## config.mk

```make
export PLATFORM = sky130hd
export DESIGN_NAME = acc_ctrl_seq
export DESIGN_NICKNAME = d
export VERILOG_FILES = /design/src/rtl/acc_seq_pkg.sv /design/src/rtl/acc_seq_sync.sv /design/src/rtl/acc_seq_next.sv /design/src/rtl/acc_seq_uops.sv /design/src/rtl/acc_ctrl_seq.sv
export SDC_FILE = /design/constraint.sdc
export NUM_CORES = 1
export LEC_CHECK = 0
export CORE_ASPECT_RATIO = 0.8
export CORE_MARGIN = 5
export CORE_UTILIZATION = 40
export CTS_CLUSTER_DIAMETER = 100
export CTS_CLUSTER_SIZE = 14
export DETAILED_ROUTE_END_ITERATION = 8
export PLACE_DENSITY = 0.73
export REMOVE_ABC_BUFFERS = 1
export SETUP_SLACK_MARGIN = 0.4
export SYNTH_ARGS = -nofsm -noshare
export SYNTH_HDL_FRONTEND = slang
export SYNTH_HIERARCHICAL = 1
export SYNTH_SLANG_ARGS = --single-unit
export TNS_END_PERCENT = 20
```

## constraint.sdc

```tcl
create_clock -name clk -period 1.4 [get_ports clk]
set_input_delay 0.28 -clock clk [delete_from_list [all_inputs] [get_ports clk]]
set_output_delay 0.28 -clock clk [all_outputs]
set_load 0.005 [all_outputs]
```

## src/rtl/acc_seq_pkg.sv

```systemverilog
package acc_seq_pkg;

  typedef enum logic [3:0] {
    S_RES, S_IF0, S_IF1, S_IF2, S_OD,
    S_LD0, S_LD1, S_LD2,
    S_ST0, S_ST1,
    S_AD0, S_AD1, S_AD2,
    S_BR0
  } seq_state_e;

  localparam int OPC_W = 2;
  localparam logic [OPC_W-1:0] OPC_LOAD  = 2'b00;
  localparam logic [OPC_W-1:0] OPC_STORE = 2'b01;
  localparam logic [OPC_W-1:0] OPC_ADD   = 2'b10;
  localparam logic [OPC_W-1:0] OPC_BNEG  = 2'b11;

  typedef struct packed {
    logic pc_clr;
    logic pc_inc;
    logic pc_ld;
    logic pc_to_abus;
    logic ir_to_abus;
    logic abus_to_mar;
    logic mar_to_maddr;
    logic mdata_to_mbr;
    logic mbr_to_mdata;
    logic mbr_to_ir;
    logic ac_to_mbr;
    logic alu_add;
    logic alu_passb;
    logic res_to_ac;
    logic mem_rd;
    logic mem_req;
  } uop_t;

  localparam uop_t UOP_NONE = '0;

endpackage

```

## src/rtl/acc_seq_sync.sv

```systemverilog
module acc_seq_sync #(
  parameter int STAGES  = 2,
  parameter bit RST_VAL = 1'b0
) (
  input  logic clk,
  input  logic rst_n,
  input  logic d,
  output logic q
);
  logic [STAGES-1:0] chain;

  generate
    if (STAGES == 1) begin : g_single
      always_ff @(posedge clk or negedge rst_n) begin
        if (!rst_n) chain <= {STAGES{RST_VAL}};
        else        chain <= d;
      end
    end else begin : g_multi
      always_ff @(posedge clk or negedge rst_n) begin
        if (!rst_n) chain <= {STAGES{RST_VAL}};
        else        chain <= {chain[STAGES-2:0], d};
      end
    end
  endgenerate

  assign q = chain[STAGES-1];
endmodule

```

## src/rtl/acc_seq_next.sv

```systemverilog
module acc_seq_next
  import acc_seq_pkg::*;
(
  input  seq_state_e       state,
  input  logic             reset_s,
  input  logic             wait_s,
  input  logic [OPC_W-1:0] opcode,
  output seq_state_e       nxt
);
  always_comb begin
    nxt = state;
    if (reset_s) begin
      nxt = S_RES;
    end else begin
      case (state)
        S_RES: nxt = S_IF0;
        S_IF0: nxt = wait_s ? S_IF1 : S_IF0;
        S_IF1: nxt = wait_s ? S_IF1 : S_IF2;
        S_IF2: nxt = wait_s ? S_OD  : S_IF2;
        S_OD: begin
          case (opcode)
            OPC_LOAD:  nxt = S_LD0;
            OPC_STORE: nxt = S_ST0;
            OPC_ADD:   nxt = S_AD0;
            default:   nxt = S_BR0;
          endcase
        end
        S_LD0: nxt = S_LD1;
        S_LD1: nxt = wait_s ? S_LD1 : S_LD2;
        S_LD2: nxt = S_RES;
        S_ST0: nxt = S_ST1;
        S_ST1: nxt = wait_s ? S_ST1 : S_RES;
        S_AD0: nxt = S_AD1;
        S_AD1: nxt = wait_s ? S_AD1 : S_AD2;
        S_AD2: nxt = S_RES;
        S_BR0: nxt = S_RES;
        default: nxt = S_RES;
      endcase
    end
  end
endmodule

```

## src/rtl/acc_seq_uops.sv

```systemverilog
module acc_seq_uops
  import acc_seq_pkg::*;
(
  input  seq_state_e       state,
  input  logic             reset_s,
  input  logic             wait_s,
  input  logic [OPC_W-1:0] opcode,
  input  logic             acc_sign,
  output uop_t             uop
);
  always_comb begin
    uop = UOP_NONE;
    if (reset_s) begin
      uop.pc_clr = 1'b1;
    end else begin
      case (state)
        S_RES: begin
          uop.pc_inc      = 1'b1;
          uop.pc_to_abus  = 1'b1;
          uop.abus_to_mar = 1'b1;
        end
        S_IF0: begin
          if (wait_s) begin
            uop.mar_to_maddr = 1'b1;
            uop.mem_rd       = 1'b1;
            uop.mem_req      = 1'b1;
          end
        end
        S_LD0, S_AD0: begin
          uop.mar_to_maddr = 1'b1;
          uop.mem_rd       = 1'b1;
          uop.mem_req      = 1'b1;
        end
        S_IF1, S_LD1, S_AD1: begin
          uop.mar_to_maddr = 1'b1;
          uop.mem_rd       = 1'b1;
          if (wait_s) uop.mem_req      = 1'b1;
          else        uop.mdata_to_mbr = 1'b1;
        end
        S_IF2: begin
          if (wait_s) uop.mbr_to_ir = 1'b1;
        end
        S_OD: begin
          if (opcode != OPC_BNEG) begin
            uop.ir_to_abus  = 1'b1;
            uop.abus_to_mar = 1'b1;
          end
          if (opcode == OPC_STORE) uop.ac_to_mbr = 1'b1;
        end
        S_ST0: begin
          uop.mar_to_maddr = 1'b1;
          uop.mbr_to_mdata = 1'b1;
          uop.mem_req      = 1'b1;
        end
        S_ST1: begin
          uop.mar_to_maddr = 1'b1;
          uop.mbr_to_mdata = 1'b1;
          uop.mem_req      = wait_s;
        end
        S_LD2: begin
          uop.alu_passb = 1'b1;
          uop.res_to_ac = 1'b1;
        end
        S_AD2: begin
          uop.alu_add   = 1'b1;
          uop.res_to_ac = 1'b1;
        end
        S_BR0: begin
          if (acc_sign) begin
            uop.ir_to_abus = 1'b1;
            uop.pc_ld      = 1'b1;
          end
        end
        default: uop = UOP_NONE;
      endcase
    end
  end
endmodule

```

## src/rtl/acc_ctrl_seq.sv

```systemverilog
module acc_ctrl_seq
  import acc_seq_pkg::*;
#(
  parameter int SYNC_STAGES = 2
) (
  input  logic       clk,
  input  logic       rst_n,
  input  logic       sys_rst,
  input  logic       mem_wait,
  input  logic [1:0] ir_op,
  input  logic       ac_msb,
  output logic       mem_req,
  output logic       mem_rd,
  output logic       uop_pc_clr,
  output logic       uop_pc_inc,
  output logic       uop_pc_ld,
  output logic       uop_pc_to_abus,
  output logic       uop_ir_to_abus,
  output logic       uop_abus_to_mar,
  output logic       uop_mar_to_maddr,
  output logic       uop_mdata_to_mbr,
  output logic       uop_mbr_to_mdata,
  output logic       uop_mbr_to_ir,
  output logic       uop_ac_to_mbr,
  output logic       uop_alu_add,
  output logic       uop_alu_passb,
  output logic       uop_res_to_ac
);
  logic       reset_s;
  logic       wait_s;
  seq_state_e state;
  seq_state_e state_nxt;
  uop_t       u;

  // Reset request synchronizer: comes out of reset asserted
  acc_seq_sync #(.STAGES(SYNC_STAGES), .RST_VAL(1'b1)) i_sync_rst (
    .clk(clk), .rst_n(rst_n), .d(sys_rst), .q(reset_s)
  );

  acc_seq_sync #(.STAGES(SYNC_STAGES), .RST_VAL(1'b0)) i_sync_wait (
    .clk(clk), .rst_n(rst_n), .d(mem_wait), .q(wait_s)
  );

  acc_seq_next i_next (
    .state(state), .reset_s(reset_s), .wait_s(wait_s),
    .opcode(ir_op), .nxt(state_nxt)
  );

  always_ff @(posedge clk or negedge rst_n) begin
    if (!rst_n) state <= S_RES;
    else        state <= state_nxt;
  end

  acc_seq_uops i_uops (
    .state(state), .reset_s(reset_s), .wait_s(wait_s),
    .opcode(ir_op), .acc_sign(ac_msb), .uop(u)
  );

  assign mem_req          = u.mem_req;
  assign mem_rd           = u.mem_rd;
  assign uop_pc_clr       = u.pc_clr;
  assign uop_pc_inc       = u.pc_inc;
  assign uop_pc_ld        = u.pc_ld;
  assign uop_pc_to_abus   = u.pc_to_abus;
  assign uop_ir_to_abus   = u.ir_to_abus;
  assign uop_abus_to_mar  = u.abus_to_mar;
  assign uop_mar_to_maddr = u.mar_to_maddr;
  assign uop_mdata_to_mbr = u.mdata_to_mbr;
  assign uop_mbr_to_mdata = u.mbr_to_mdata;
  assign uop_mbr_to_ir    = u.mbr_to_ir;
  assign uop_ac_to_mbr    = u.ac_to_mbr;
  assign uop_alu_add      = u.alu_add;
  assign uop_alu_passb    = u.alu_passb;
  assign uop_res_to_ac    = u.res_to_ac;

  // reset forces the fetch start state and keeps memory quiet
  p_reset_to_res_r1: assert property (@(posedge clk) disable iff (!rst_n)
    reset_s |=> (state == S_RES));
  p_reset_quiet_r1: assert property (@(posedge clk) disable iff (!rst_n)
    reset_s |-> (u.pc_clr && !u.mem_req && !u.pc_inc && !u.pc_to_abus));

  // leaving the start state copies the old PC and bumps the PC together
  p_fetch_addr_r2: assert property (@(posedge clk) disable iff (!rst_n)
    (state == S_RES && !reset_s) |-> (u.pc_inc && u.pc_to_abus && u.abus_to_mar));

  // a request only rises while memory signals ready
  p_req_gate_r3: assert property (@(posedge clk) disable iff (!rst_n)
    $rose(u.mem_req) |-> wait_s);

  // request is held until wait drops, data captured with request low
  p_req_hold_r4: assert property (@(posedge clk) disable iff (!rst_n)
    (u.mem_req && !reset_s) |=> (u.mem_req || !wait_s || reset_s));
  p_capture_r4: assert property (@(posedge clk) disable iff (!rst_n)
    u.mdata_to_mbr |-> (!wait_s && !u.mem_req && u.mem_rd));

  // instruction register load leads into decode
  p_to_decode_r5: assert property (@(posedge clk) disable iff (!rst_n)
    u.mbr_to_ir |=> (state == S_OD));

  // at most one source on the address bus
  p_abus_one_r6: assert property (@(posedge clk) disable iff (!rst_n)
    $onehot0({u.pc_to_abus, u.ir_to_abus}));

  // a store cycle is a write
  p_store_write_r9: assert property (@(posedge clk) disable iff (!rst_n)
    (u.mem_req && u.mbr_to_mdata) |-> !u.mem_rd);

  // the PC is only overwritten by a taken branch
  p_branch_r10: assert property (@(posedge clk) disable iff (!rst_n)
    u.pc_ld |-> (ac_msb && state == S_BR0));

  // execute sequences neither stall at their start nor at their end
  p_no_stall_r11: assert property (@(posedge clk) disable iff (!rst_n)
    (!reset_s && state inside {S_LD0, S_ST0, S_AD0})
      |=> (state inside {S_LD1, S_ST1, S_AD1}));
  p_return_r11: assert property (@(posedge clk) disable iff (!rst_n)
    (!reset_s && state inside {S_LD2, S_AD2, S_BR0}) |=> (state == S_RES));

endmodule

```

==> metrics.md <==
| Metric | Value |
|---|---|
| I/O pin cnt | `23` |
| Number of global-route vias before repair | `717` |
| Simple-gate share of the synthesized area | `between 30 and 40%` |
| # DRC | `0` |
| CTS tree | `yes` |
| Asr flop ratio synth | `100%` |
| Clk pin slew, worst setup/hold paths | `approximately 0.060 ns` |
| Adder-cell share of the synthesized area | `3.48%` |
| Worst setup EP type | `output port` |
| Die Y | `~48 µm` |
| CTS Buf Count | `3` |
| Finished Layout Cells | `150` |
| Least-Margin Pin Slew | `~0.34 ns` |
| Pwr Total | `0.835 mW` |
| WP data arrival | `between 1.5 and 2 ns` |
| Initial core utilization | `43.4%` |
| Multi-input gate area | `538 µm²` |
| Routed met2 length | `approximately 1.1 mm` |
| Setup Crit Path Kind | `reg2out` |
| Reg area | `between 200 and 250 µm²` |
| CP max FO | `4` |
| Most frequent cells in the layout | `buf_4 (14), buf_6 (10), buf_2 (9)` |
| Top routing layer in use | `met4` |
| Row count | `13` |
| Core box area | `around 1700 µm²` |
| H-tree Lvls | `1` |
| Post-synth EDFFs | `0` |
| Final antenna diode count | `0` |
| Worst endpoint required time | `roughly 1.1 ns` |
| Vias per cell | `roughly 5.2` |
| Clock sinks | `8` |
| Ys flop type | `dfrtp_1` |
| Global-route wire length before repair | `between 3 and 4 mm` |
| Flops & latches, synth | `8` |
| Routed met3 length | `79 µm` |
| IO Port Bufs | `22` |
| Final worst path period share | `132%` |
| Wire length on met1 | `902 µm` |
| Post-Syn Area | `719 µm²` |
| Most common cell after layout, fill and taps aside | `buf_4` |
| RePlAce Congestion | `0.811` |
| Type of origin of the critical path | `register` |
| Root Buffer | `clkbuf_4` |
| Final Setup Violations | `16` |
| TNS Setup | `-5.25 ns` |
| Antenna violations before repair | `0` |
| Run status | `finished with violations` |
| Share of Yosys cell area claimed by the top area cell type | `a little over a fifth` |
| Seq/Total Area, Yosys | `roughly 28%` |
| Starting DRT DRC Count | `3` |
| Clock skew | `a little under 0.007 ns` |
| Fin nets | `138` |
| Post-route ant nets | `0` |
| Syn avg cell area | `between 8 and 9 µm²` |
| Via Count | `a little under 800` |
| Largest area contributor in the netlist | `dfrtp_1` |
| Minimum hold slack | `roughly 0.29 ns` |
| Syn. warnings | `6` |
| GRT Residual Overflow | `0` |
| Max Freq | `540 MHz` |
| Largest net degree at the start of global routing | `14` |
| Final wirelength | `about 2.1 mm` |
| Failing checks | `negative setup slack` |
| Final Hold Fails | `0` |
| Drt pass-1 iters | `4` |
| Count of cell types in the netlist | `40` |
| Slew HR | `77.6%` |
| Clock latency at the later pin of the worst-skew pair | `between 0.2 and 0.3 ns` |
| Final slew viol count | `0` |
| Largest family of logic cells by synthesized area | `simple AND/OR/NAND/NOR gates` |
| Placed Instances | `between 100 and 150` |
| Die area | `2750 µm²` |
| XOR/XNOR share of the synthesized area | `around 2.4%` |
| Max IR drop VDD | `just under 500 µV` |
| Fillers | `130` |
| Synthesized netlist cell count | `87` |
| Final min period | `~1.9 ns` |
| P&R area growth vs syn | `64.9%` |
| Multiplexer share of the synthesized area | `roughly 1.4%` |
| Setup WS post-layout | `-0.453 ns` |
| Largest cells by area after synthesis | `dfrtp_1 (21%), dfstp_2 (7.3%), o21ai_0 (5.6%)` |
| Gr usage total | `between 15 and 20%` |
| Detailed Place HPWL | `1.34 mm` |
| Drt wl/cell | `around 14 µm` |
| Compound-Gate Fraction of Synth Area | `22.3%` |
| Worst hold path class | `in2async` |
| Clock Path Buffers | `2` |
| MaxCap Viol Count | `0` |
| P_leak | `between 0.5 and 0.6 nW` |
| Die width | `57.4 µm` |
| Layout cells sized above 1 | `52.3%` |
| RSZ-0062 raised after global routing | `yes` |
| Cts hold-fix bufs | `0` |
| Pwr dens | `704 nW/µm²` |
==> state kept, by name, summed over array words and instances, names as in the netlist <==
| name | cells |
|---|---|
| i_sync_wait/chain | 2 |
| state | 4 |
| i_sync_rst/chain | 2 |
==> worst paths after layout <==
kind	from	endpoint	slack [ns]	cells past startpoint
max in group asynchronous	rst_n	i_sync_rst/chain[0]	0.82	1
min reg2reg	i_sync_rst/chain[0]	i_sync_rst/chain[1]	0.36	0
max	i_sync_rst/chain[1]	uop_ir_to_abus	-0.45	4
min	rst_n	i_sync_wait/chain[1]	0.29	1
max reg2reg	state[1]	state[1]	0.05	7
min in group clk	i_sync_rst/chain[0]	i_sync_rst/chain[1]	0.36	0
==> synthesized netlist by cell type, drive strengths merged, types with 2 or more instances <==
master  number
nor2b        6
buf          8
ha           2
nand2b       3
inv          2
dfrtp        6
nand3        2
and2         2
o21a         2
nor3         3
a21oi        9
nand2        4
o21ai        8
nor2         9
dfstp        2
==> metal layers <==
| layer | vias to the layer above | GRT usage, % |
|---|---|---|
| li1 | 387 | - |
| met1 | 371 | 17.9 |
| met2 | 17 | 28.4 |
| met3 | 4 | 2.16 |
| met4 | 0 | 5.56 |
| met5 | - | 0 |
==> cell families after synthesis <==
family | Yosys count
compound gates | 26
xor+xnor | 2
fa+ha+maj | 2
buf+inv | 10
flops | 8
mux | 1
simple gates | 38
==> power breakdown <==
group,switching (mW),leakage (nW),internal [mW]
Combinational,0.176,0.420,0.207
Sequential,0.0129,0.0962,0.249
Clock,0.0801,0.0150,0.109
==> worst max-delay path, stage by stage (launching register included) <==
cell and delay, ns:
dfstp_2 0.39, or4_4 0.58, a21oi_2 0.13, o21a_1 0.12, buf_2 0.11
==> through the flow <==
step / setup WS, ns / util [%] / cell area, µm²
floorplan: -0.236 / - / 656
global placement: -0.515 / 61.2 / 1020
detailed placement: -0.557 / 61.2 / 1020
CTS: -0.460 / 66.9 / 1110
global route: -0.538 / 71.5 / 1190
finish: -0.453 / 71.5 / 1190
==> final cells by class <==
type | count | area share, %
tap | 22 | 2.32
timing repair buffer | 45 | 32.3
clock buffer | 4 | 2.22
sequential | 8 | 17.2
multi-input combinational | 69 | 45.4
inverter | 2 | 0.633
==> timing repair <==
action / CTS / global route
endpoints found under the setup margin: 20 / 20
gates resized for setup: 68 / 23
pin swaps: 9 / 8
buffers inserted: 6 / 2
Note: power is estimated with default switching activity, not from simulation.
